File: src/rtl/eh_pkg.sv
package eh_pkg;
  // Strobes issued by the control to the datapath each cycle
  typedef struct packed {
    logic capture;  // take counter bits into the pool
    logic clear;    // empty the pool
  } ehStrobe_t;
endpackage

File: src/rtl/eh_event_filter.sv
module eh_event_filter #(
  parameter int DEB_W       = 8,
  parameter int SYNC_STAGES = 2
) (
  input  logic             clk,
  input  logic             rst_n,
  input  logic             eventIn,
  input  logic [DEB_W-1:0] debounceCycles,
  output logic             eventRise
);
  logic [SYNC_STAGES-1:0] syncQ;
  logic                   syncLvl;
  logic                   stableLvl;
  logic                   prevLvl;
  logic [DEB_W-1:0]       debCnt;
  logic                   limitHit;

  assign syncLvl  = syncQ[SYNC_STAGES-1];
  assign limitHit = (debounceCycles <= DEB_W'(1)) ||
                    (debCnt == debounceCycles - DEB_W'(1));

  always_ff @(posedge clk or negedge rst_n) begin
    if (!rst_n) begin
      syncQ     <= '0;
      stableLvl <= 1'b0;
      prevLvl   <= 1'b0;
      debCnt    <= '0;
    end else begin
      syncQ   <= {syncQ[SYNC_STAGES-2:0], eventIn};
      prevLvl <= stableLvl;
      if (syncLvl == stableLvl) begin
        debCnt <= '0;
      end else if (limitHit) begin
        stableLvl <= syncLvl;
        debCnt    <= '0;
      end else begin
        debCnt <= debCnt + DEB_W'(1);
      end
    end
  end

  assign eventRise = stableLvl & ~prevLvl;

  AST_RISE_SINGLE: assert property (@(posedge clk) disable iff (!rst_n)
    eventRise |=> !eventRise);
  AST_LEVEL_FROM_SYNC: assert property (@(posedge clk) disable iff (!rst_n)
    !$stable(stableLvl) |-> stableLvl == $past(syncLvl));
endmodule

File: src/rtl/eh_ctrl.sv
module eh_ctrl
  import eh_pkg::*;
#(
  parameter int POOL_W    = 16,
  parameter int TAKE_BITS = 2,
  localparam int CNT_BITS = $clog2(POOL_W + 1)
) (
  input  logic                clk,
  input  logic                rst_n,
  input  logic                eventRise,
  input  logic                clearPool,
  output ehStrobe_t           strobe,
  output logic [CNT_BITS-1:0] bitCount,
  output logic                poolReady
);
  localparam int SUM_W = CNT_BITS + 1;

  logic [SUM_W-1:0]    bitSum;
  logic [CNT_BITS-1:0] bitNext;

  assign poolReady      = (bitCount >= CNT_BITS'(POOL_W));
  assign strobe.clear   = clearPool;
  assign strobe.capture = eventRise & ~poolReady & ~clearPool;

  assign bitSum  = {1'b0, bitCount} + SUM_W'(TAKE_BITS);
  assign bitNext = (bitSum > SUM_W'(POOL_W)) ? CNT_BITS'(POOL_W)
                                             : bitSum[CNT_BITS-1:0];

  always_ff @(posedge clk or negedge rst_n) begin
    if (!rst_n)              bitCount <= '0;
    else if (strobe.clear)   bitCount <= '0;
    else if (strobe.capture) bitCount <= bitNext;
  end

  AST_COUNT_BOUND: assert property (@(posedge clk) disable iff (!rst_n)
    bitCount <= CNT_BITS'(POOL_W));
  AST_READY_FREEZES: assert property (@(posedge clk) disable iff (!rst_n)
    poolReady && !clearPool |=> $stable(bitCount) && poolReady);
  AST_CLEAR_TALLY: assert property (@(posedge clk) disable iff (!rst_n)
    clearPool |=> bitCount == '0);
  AST_RISE_DROPPED_ON_CLEAR: assert property (@(posedge clk) disable iff (!rst_n)
    eventRise && clearPool |=> bitCount == '0 && !eventRise);
endmodule

File: src/rtl/eh_datapath.sv
module eh_datapath
  import eh_pkg::*;
#(
  parameter int CNT_W     = 16,
  parameter int POOL_W    = 16,
  parameter int TAKE_BITS = 2
) (
  input  logic              clk,
  input  logic              rst_n,
  input  ehStrobe_t         strobe,
  output logic [POOL_W-1:0] poolData
);
  logic [CNT_W-1:0]     freeCnt;
  logic [TAKE_BITS-1:0] sampleBits;
  logic [POOL_W-1:0]    poolShifted;

  assign sampleBits = freeCnt[TAKE_BITS-1:0];

  generate
    if (TAKE_BITS >= POOL_W) begin : g_whole
      assign poolShifted = sampleBits[POOL_W-1:0];
    end else begin : g_shift
      assign poolShifted = {poolData[POOL_W-TAKE_BITS-1:0], sampleBits};
    end
  endgenerate

  always_ff @(posedge clk or negedge rst_n) begin
    if (!rst_n) freeCnt <= '0;
    else        freeCnt <= freeCnt + CNT_W'(1);
  end

  always_ff @(posedge clk or negedge rst_n) begin
    if (!rst_n)              poolData <= '0;
    else if (strobe.clear)   poolData <= '0;
    else if (strobe.capture) poolData <= poolShifted;
  end

  AST_FREE_RUNS: assert property (@(posedge clk) disable iff (!rst_n)
    !$isunknown(freeCnt) |=> freeCnt == $past(freeCnt) + CNT_W'(1));
  AST_NEW_BITS_LSB: assert property (@(posedge clk) disable iff (!rst_n)
    strobe.capture |=> poolData[TAKE_BITS-1:0] == $past(freeCnt[TAKE_BITS-1:0]));
  AST_CLEAR_POOL: assert property (@(posedge clk) disable iff (!rst_n)
    strobe.clear |=> poolData == '0);
  AST_IDLE_HOLD: assert property (@(posedge clk) disable iff (!rst_n)
    !strobe.capture && !strobe.clear |=> $stable(poolData));
endmodule

File: src/rtl/event_entropy_harvester.sv
module event_entropy_harvester
  import eh_pkg::*;
#(
  parameter int CNT_W     = 16,
  parameter int POOL_W    = 16,
  parameter int TAKE_BITS = 2,
  parameter int DEB_W     = 8,
  localparam int CNT_BITS = $clog2(POOL_W + 1)
) (
  input  logic                clk,
  input  logic                rst_n,
  input  logic                eventIn,
  input  logic                clearPool,
  input  logic [DEB_W-1:0]    debounceCycles,
  output logic [POOL_W-1:0]   poolData,
  output logic [CNT_BITS-1:0] bitCount,
  output logic                poolReady
);
  logic      eventRise;
  ehStrobe_t strobe;

  eh_event_filter #(.DEB_W(DEB_W), .SYNC_STAGES(2)) u_filter (
    .clk(clk), .rst_n(rst_n), .eventIn(eventIn),
    .debounceCycles(debounceCycles), .eventRise(eventRise)
  );

  eh_ctrl #(.POOL_W(POOL_W), .TAKE_BITS(TAKE_BITS)) u_ctrl (
    .clk(clk), .rst_n(rst_n), .eventRise(eventRise), .clearPool(clearPool),
    .strobe(strobe), .bitCount(bitCount), .poolReady(poolReady)
  );

  eh_datapath #(.CNT_W(CNT_W), .POOL_W(POOL_W), .TAKE_BITS(TAKE_BITS)) u_dp (
    .clk(clk), .rst_n(rst_n), .strobe(strobe), .poolData(poolData)
  );

  AST_READY_MATCHES_COUNT: assert property (@(posedge clk) disable iff (!rst_n)
    poolReady == (bitCount == CNT_BITS'(POOL_W)));
endmodule

File: config.mk
export PLATFORM = sky130hd
export DESIGN_NAME = event_entropy_harvester
export DESIGN_NICKNAME = d
export VERILOG_FILES = /design/src/rtl/eh_pkg.sv /design/src/rtl/eh_event_filter.sv /design/src/rtl/eh_ctrl.sv /design/src/rtl/eh_datapath.sv /design/src/rtl/event_entropy_harvester.sv
export SDC_FILE = /design/constraint.sdc
export NUM_CORES = 1
export LEC_CHECK = 0
export BUFFER_PORTS_ARGS = -buffer_cell sky130_fd_sc_hd__buf_2
export CORE_MARGIN = 2
export CORE_UTILIZATION = 40
export DETAILED_ROUTE_END_ITERATION = 6
export SETUP_SLACK_MARGIN = 0.3
export SYNTH_ARGS = -nofsm -noshare
export SYNTH_HDL_FRONTEND = slang
export SYNTH_SLANG_ARGS = --single-unit
File: constraint.sdc
create_clock -name clk -period 2.11 [get_ports clk]
set_clock_uncertainty 0.2 [all_clocks]
set_input_delay 0.211 -clock clk [delete_from_list [all_inputs] [get_ports clk]]
set_output_delay 0.211 -clock clk [all_outputs]
set_load 0.005 [all_outputs]
Yosys cells after proc, flatten, opt, wreduce, memory -nomap -nowiden
Cells that the tools add are included.

word-level totals
  logic and storage cells = 33
  output and inout bits = 22
  register bits after elaboration = 49
  bits of input ports = 12

operators by class
  multiplexer cells = 7
  reductions and logical operators = 3
  eq/ne operators = 2
  add/sub/neg operators = 4
  bitwise operators = 7
  magnitude comparators = 3

operators with widths
  kind                                                                              count
  16-bit 2-to-1 mux                                                                 2
  16-bit by 1-bit adder with 16-bit output, second input constant                   1
  8-bit 2-to-1 mux                                                                  2
  5-bit 2-to-1 mux                                                                  3
  8-bit by 1-bit adder with 8-bit output, second input constant                     1
  8-bit equality test                                                               1
  8-bit by 1-bit less-or-equal comparator with 1-bit output, second input constant  1
  8-bit by 1-bit subtractor with 8-bit output, second input constant                1
  5-bit by 2-bit adder with 6-bit output, second input constant                     1
  6-bit by 5-bit greater-than comparator with 1-bit output, second input constant   1
  5-bit >= comparator, second input constant                                        1
  1-bit NOT                                                                         4
  1-bit bitwise AND                                                                 3
  2-bit AND reduction                                                               1
  2-bit nonzero test                                                                1
  1-bit equality test                                                               1
  1-bit logical OR                                                                  1

Longest topological paths before layout
  word-level depth = 6
  gate-level depth with buffers = 8

Cells and area by module
A second synthesis with hierarchy kept.

unflattened totals
  cell total of the unflattened synthesis = 153
  area, all modules = 1696.6 um2

by module, submodules not included
  module           seq. area each (um2)  area each (um2)  cells an instance  times used
  eh_event_filter  300.3                 742.0            74                 1
  eh_datapath      450.4                 723.2            56                 1
  eh_ctrl          100.1                 231.5            23                 1

Worst setup path before layout
No wires, ideal clock.

  kind = input to register
  from = input debounceCycles[1]
  to = register u_filter.stableLvl
  cell stages on the path = 8
  path buffers = 0
  required time = 1.785 ns
  setup slack = 0.179 ns
  arrival time = 1.606 ns
  cells stage by stage = inv_1 > ha_1 > nor3b_1 > a21oi_1 > nor4_1 > nand4_1 > nand2_1 > mux2_4

between the ends
  word-level cells in the longest chain between the ends = 4

RTL lines
  element                                      RTL line                       RTL
  from (decl)                                  event_entropy_harvester.sv:14  input logic [DEB_W-1:0] debounceCycles,
  8-bit by 1-bit subtractor with 8-bit output  eh_event_filter.sv:20          (debCnt == debounceCycles - DEB_W'(1));
  8-bit equality test                          eh_event_filter.sv:20
  1-bit logical OR (*)                         eh_event_filter.sv:19          assign limitHit = (debounceCycles <= DEB_W'(1)) ||
  2-bit AND reduction (no line) (*)            -
  to (signal assigned)                         eh_event_filter.sv:34          stableLvl <= syncLvl;
  to (decl)                                    eh_event_filter.sv:13          logic stableLvl;

Mark *: on every way between the ends. The rest lies on a longest branch, timed or not.
A chain may end at the register's enable or synchronous reset.

Worst setup path in the final report
  from = register u_filter.debCnt[6]
  to = register u_filter.stableLvl

between the ends
  word-level cells in the longest chain between the ends = 3

RTL lines
  element                        RTL line               RTL
  from (decl)                    eh_event_filter.sv:15  logic [DEB_W-1:0] debCnt;
  from (signal assigned)         eh_event_filter.sv:37  debCnt <= debCnt + DEB_W'(1);
  8-bit equality test            eh_event_filter.sv:20
  1-bit logical OR               eh_event_filter.sv:19
  2-bit AND reduction (no line)  -

No other way between the ends.

==> qor.log <==
[layout] Diodes inserted 0
[die] floorplan core area 0.00397 mm^2
[setup_path] Critical Path Source Type register
[placement] routability-driven placement congestion ratio 0.864
[layout] fin area 0.00201 mm^2
[routing] Initial DRC Count 41
[setup_path] combined buffer and inverter count along the critical path 0
[layout] area growth from synthesis to final layout 23.2%
[global_route] Overall Global Routing Usage 16.2%
[global_route] number of antenna violations at the first check in global routing 0
[layout] total of fill cells in the finished design 382
[yosys] number of distinct library cell variants in the gate-level netlist after synthesis 29
[yosys] number of flip-flops and latches in the synthesized netlist 34
[yosys] area fraction in compound gates after synthesis 8.36%
[setup_path] critical path's largest stage delay 400 ps
[layout] Final Non-Filler Cells 257
[yosys] number of standard cells after synthesis 170
[placement] instance area at placement 0.00186 mm^2
[yosys] mean instance size in the synthesized netlist 9.60 um^2
[yosys] dominant combinational cell family by area after synthesis simple AND/OR/NAND/NOR gates
[yosys] adder and majority cell fraction of the synthesized area 3.07%
[die] starting utilization of the core area 41.1%
[setup_path] CP max-delay cell dfrtp_1
[sta] total negative slack 0 ps
[sta] crit path time final 1810 ps
[clock_network] Clk pin slew, worst setup/hold paths 60 ps
[yosys] post-synthesis instance area 0.00163 mm^2
[setup_path] CP Max Fanout 2
[power_and_ir_drop] PD cells 766 mW/mm^2
[yosys] async set-reset flop share out of synthesis 100%
[setup_path] cell family with most CP delay simple AND/OR/NAND/NOR gates
[sta] RSZ-0062 raised after global routing true
[clock_network] number of buffers on the longest clock path 2
[routing] Total Routed Length 3310 um
[clock_network] clock buffer count from CTS 5
[clock_network] cell at the root of the clock tree clkbuf_8
[sta] transition time of the tightest slew-check pin 729 ps
[sta] number of failing setup endpoints in the final timing report 0
[clock_network] CTS tree yes
[placement] cell total after placement 246
[yosys] number of enable flip-flop cells after synthesis 0
[setup_path] Crit. End Element register
[yosys] number of nets in the synthesized netlist 186
[setup_path] data arrival time of the critical path 1780 ps
[layout] fraction of final layout cells sized beyond drive strength 1 25.6%
[layout] count of nets after finishing 224
[yosys] fraction of synthesized cell area in xor and xnor cells 10.2%
[routing] via count 1304
[yosys] share of synthesized area occupied by flip-flops and latches 52.1%
[sta] number of hold violations in the final report 0
[die] Row Count 23
[global_route] via count of the first global-routing pass 1240
[die] overall die height 67.9 um
[clock_network] CTS Sinks 34
[sta] Slew Viols, Final 0
[global_route] largest net degree at the start of global routing 35
[routing] Via density 5.07
[routing] Initial DRT Pass Iterations 4
[setup_path] CP Data Required Time 2080 ps
[layout] most frequent cells in the layout nand2_1, dfrtp_1, buf_2
[setup_path] CP cell instances xnor2_1 -> and3_1 -> nor4_2 -> nand4_1 -> nand2_1 -> mux2_4
[yosys] Synthesis Warnings 0
[yosys] multiplexer share of the synthesized area 0.920%
[power_and_ir_drop] leakage dissipation 0.962 nW
[sta] highest clock rate 0.552 GHz
[placement] count of port buffers added during placement 32
[routing] detail-routed net length per standard cell 12.9 um
[sta] final clock period utilization by the worst path 85.8%
[global_route] leftover overflow at the end of global routing 0
[power_and_ir_drop] Max IR drop VDD 0.415 mV
[outcome] run status finished clean
[placement] detailed-placement wirelength estimate 2290 um
[sta] Relative slew margins 51.4%
[die] die boundary width 67.9 um
[die] I/O pin total 34
[routing] final antenna-violating net count 0
[clock_network] maximum level of the CTS H-tree 2
[job] Max-Cap Viols 0
[clock_network] clock latency on the worst-skew pair 280 ps
[global_route] global-route wire length before repair 5460 um
[setup_path] type of the setup path with the least slack register to register
[yosys] area fraction in and, or, nand and nor cells after synthesis 22.1%
[layout] most common library cell in the layout ignoring fill and taps nand2_1
[die] Die Outline Area 0.00461 mm^2
[routing] total DRC errors in the routed layout 0
[yosys] flip-flop cell with the highest count after synthesis dfrtp_1
[hold_path] class of the worst hold path primary input to register
-- metrics by stage --
step | utilization, % | total power, mW | worst slack [ps] | hold WS, ps
after floorplan | - | 0.969 | 300 | -285
after global placement | 46.7 | 1.06 | 107 | 104
after detailed placement | 46.7 | 1.08 | 61.6 | 118
after CTS | 50.3 | 1.55 | 292 | 114
after global routing | 50.6 | 1.63 | 175 | 135
final | 50.6 | 1.54 | 300 | 123
-- routing by layer --
metal	vias to the layer above	wire [um]	track usage, %
li1	636	-	-
met1	626	1520	20.0
met4	0	67	7.50
met5	-	0	0
met2	35	1520	25.9
met3	7	199	5.26
-- cell families after synthesis --
logic type,Yosys count
AO/OA/AOI/OAI,25
multiplexers,1
adder cells (fa/ha/maj),4
AND/OR/NAND/NOR,74
flip-flops,34
buffers and inverters,12
other,1
XOR/XNOR,19
-- Yosys cell counts (all sizes together), types with 2 or more instances --
library cell	n	area, um^2
nand2	35	131
dfrtp	34	851
a21oi	20	100
nor2	14	52.6
xnor2	10	87.6
xor2	9	78.8
nand3	8	40.0
clkbuf	6	22.5
inv	5	18.8
ha	4	50.1
and3	3	18.8
nor3b	3	27.5
nand3b	2	15.0
nor4	2	27.5
o211ai	2	15.0
or3	2	12.5
-- report_power, final --
part	total [mW]	switching, mW	internal [mW]
Sequential	0.768	0.0665	0.702
Combinational	0.309	0.182	0.127
Clock	0.462	0.211	0.251
Total	1.54	0.460	1.08
-- registers in the layout, indices dropped and copies added (netlist names) --
| name | count |
|---|---|
| u_filter.syncQ | 2 |
| u_filter.prevLvl | 1 |
| u_dp.freeCnt | 2 |
| u_dp.poolData | 16 |
| u_filter.stableLvl | 1 |
| u_filter.debCnt | 8 |
| u_ctrl.bitCount | 4 |
-- worst reg2reg max path, stage by stage (launching register included) --
cell and delay, ps:
dfrtp_1 400, xnor2_1 150, and3_1 160, nor4_2 250, nand4_1 140, nand2_1 100, mux2_4 290
-- final timing paths --
check                      slack [ps]          startpoint  depth (start not counted)                  to
setup / recovery                  300  u_filter.debCnt[6]                          6  u_filter.stableLvl
hold / removal                    120           clearPool                          2  u_ctrl.bitCount[1]
setup reg to reg                  300  u_filter.debCnt[6]                          6  u_filter.stableLvl
hold reg to reg                   150   u_filter.syncQ[0]                          0   u_filter.syncQ[1]
max in group asynchronous         920               rst_n                          2  u_filter.debCnt[1]
min in group asynchronous         330               rst_n                          2   u_dp.poolData[12]
-- what timing repair did --
item,CTS,global route
endpoints found under the hold margin,35,0
hold buffers,2,0
pin swaps,6,1
gates resized for setup,2,3
endpoints found under the setup margin,9,10
cloned,0,0
setup buffers,3,0
-- area by class of cell --
type | instances | area (um^2) | area share [%]
tap | 50 | 62.6 | 3.11
sequential | 34 | 851 | 42.3
multi-input combinational | 124 | 785 | 39.0
timing repair buffer | 38 | 210 | 10.5
inverter | 5 | 18.8 | 0.934
clock buffer | 6 | 82.6 | 4.11
(Power assumes the default switching activity.)
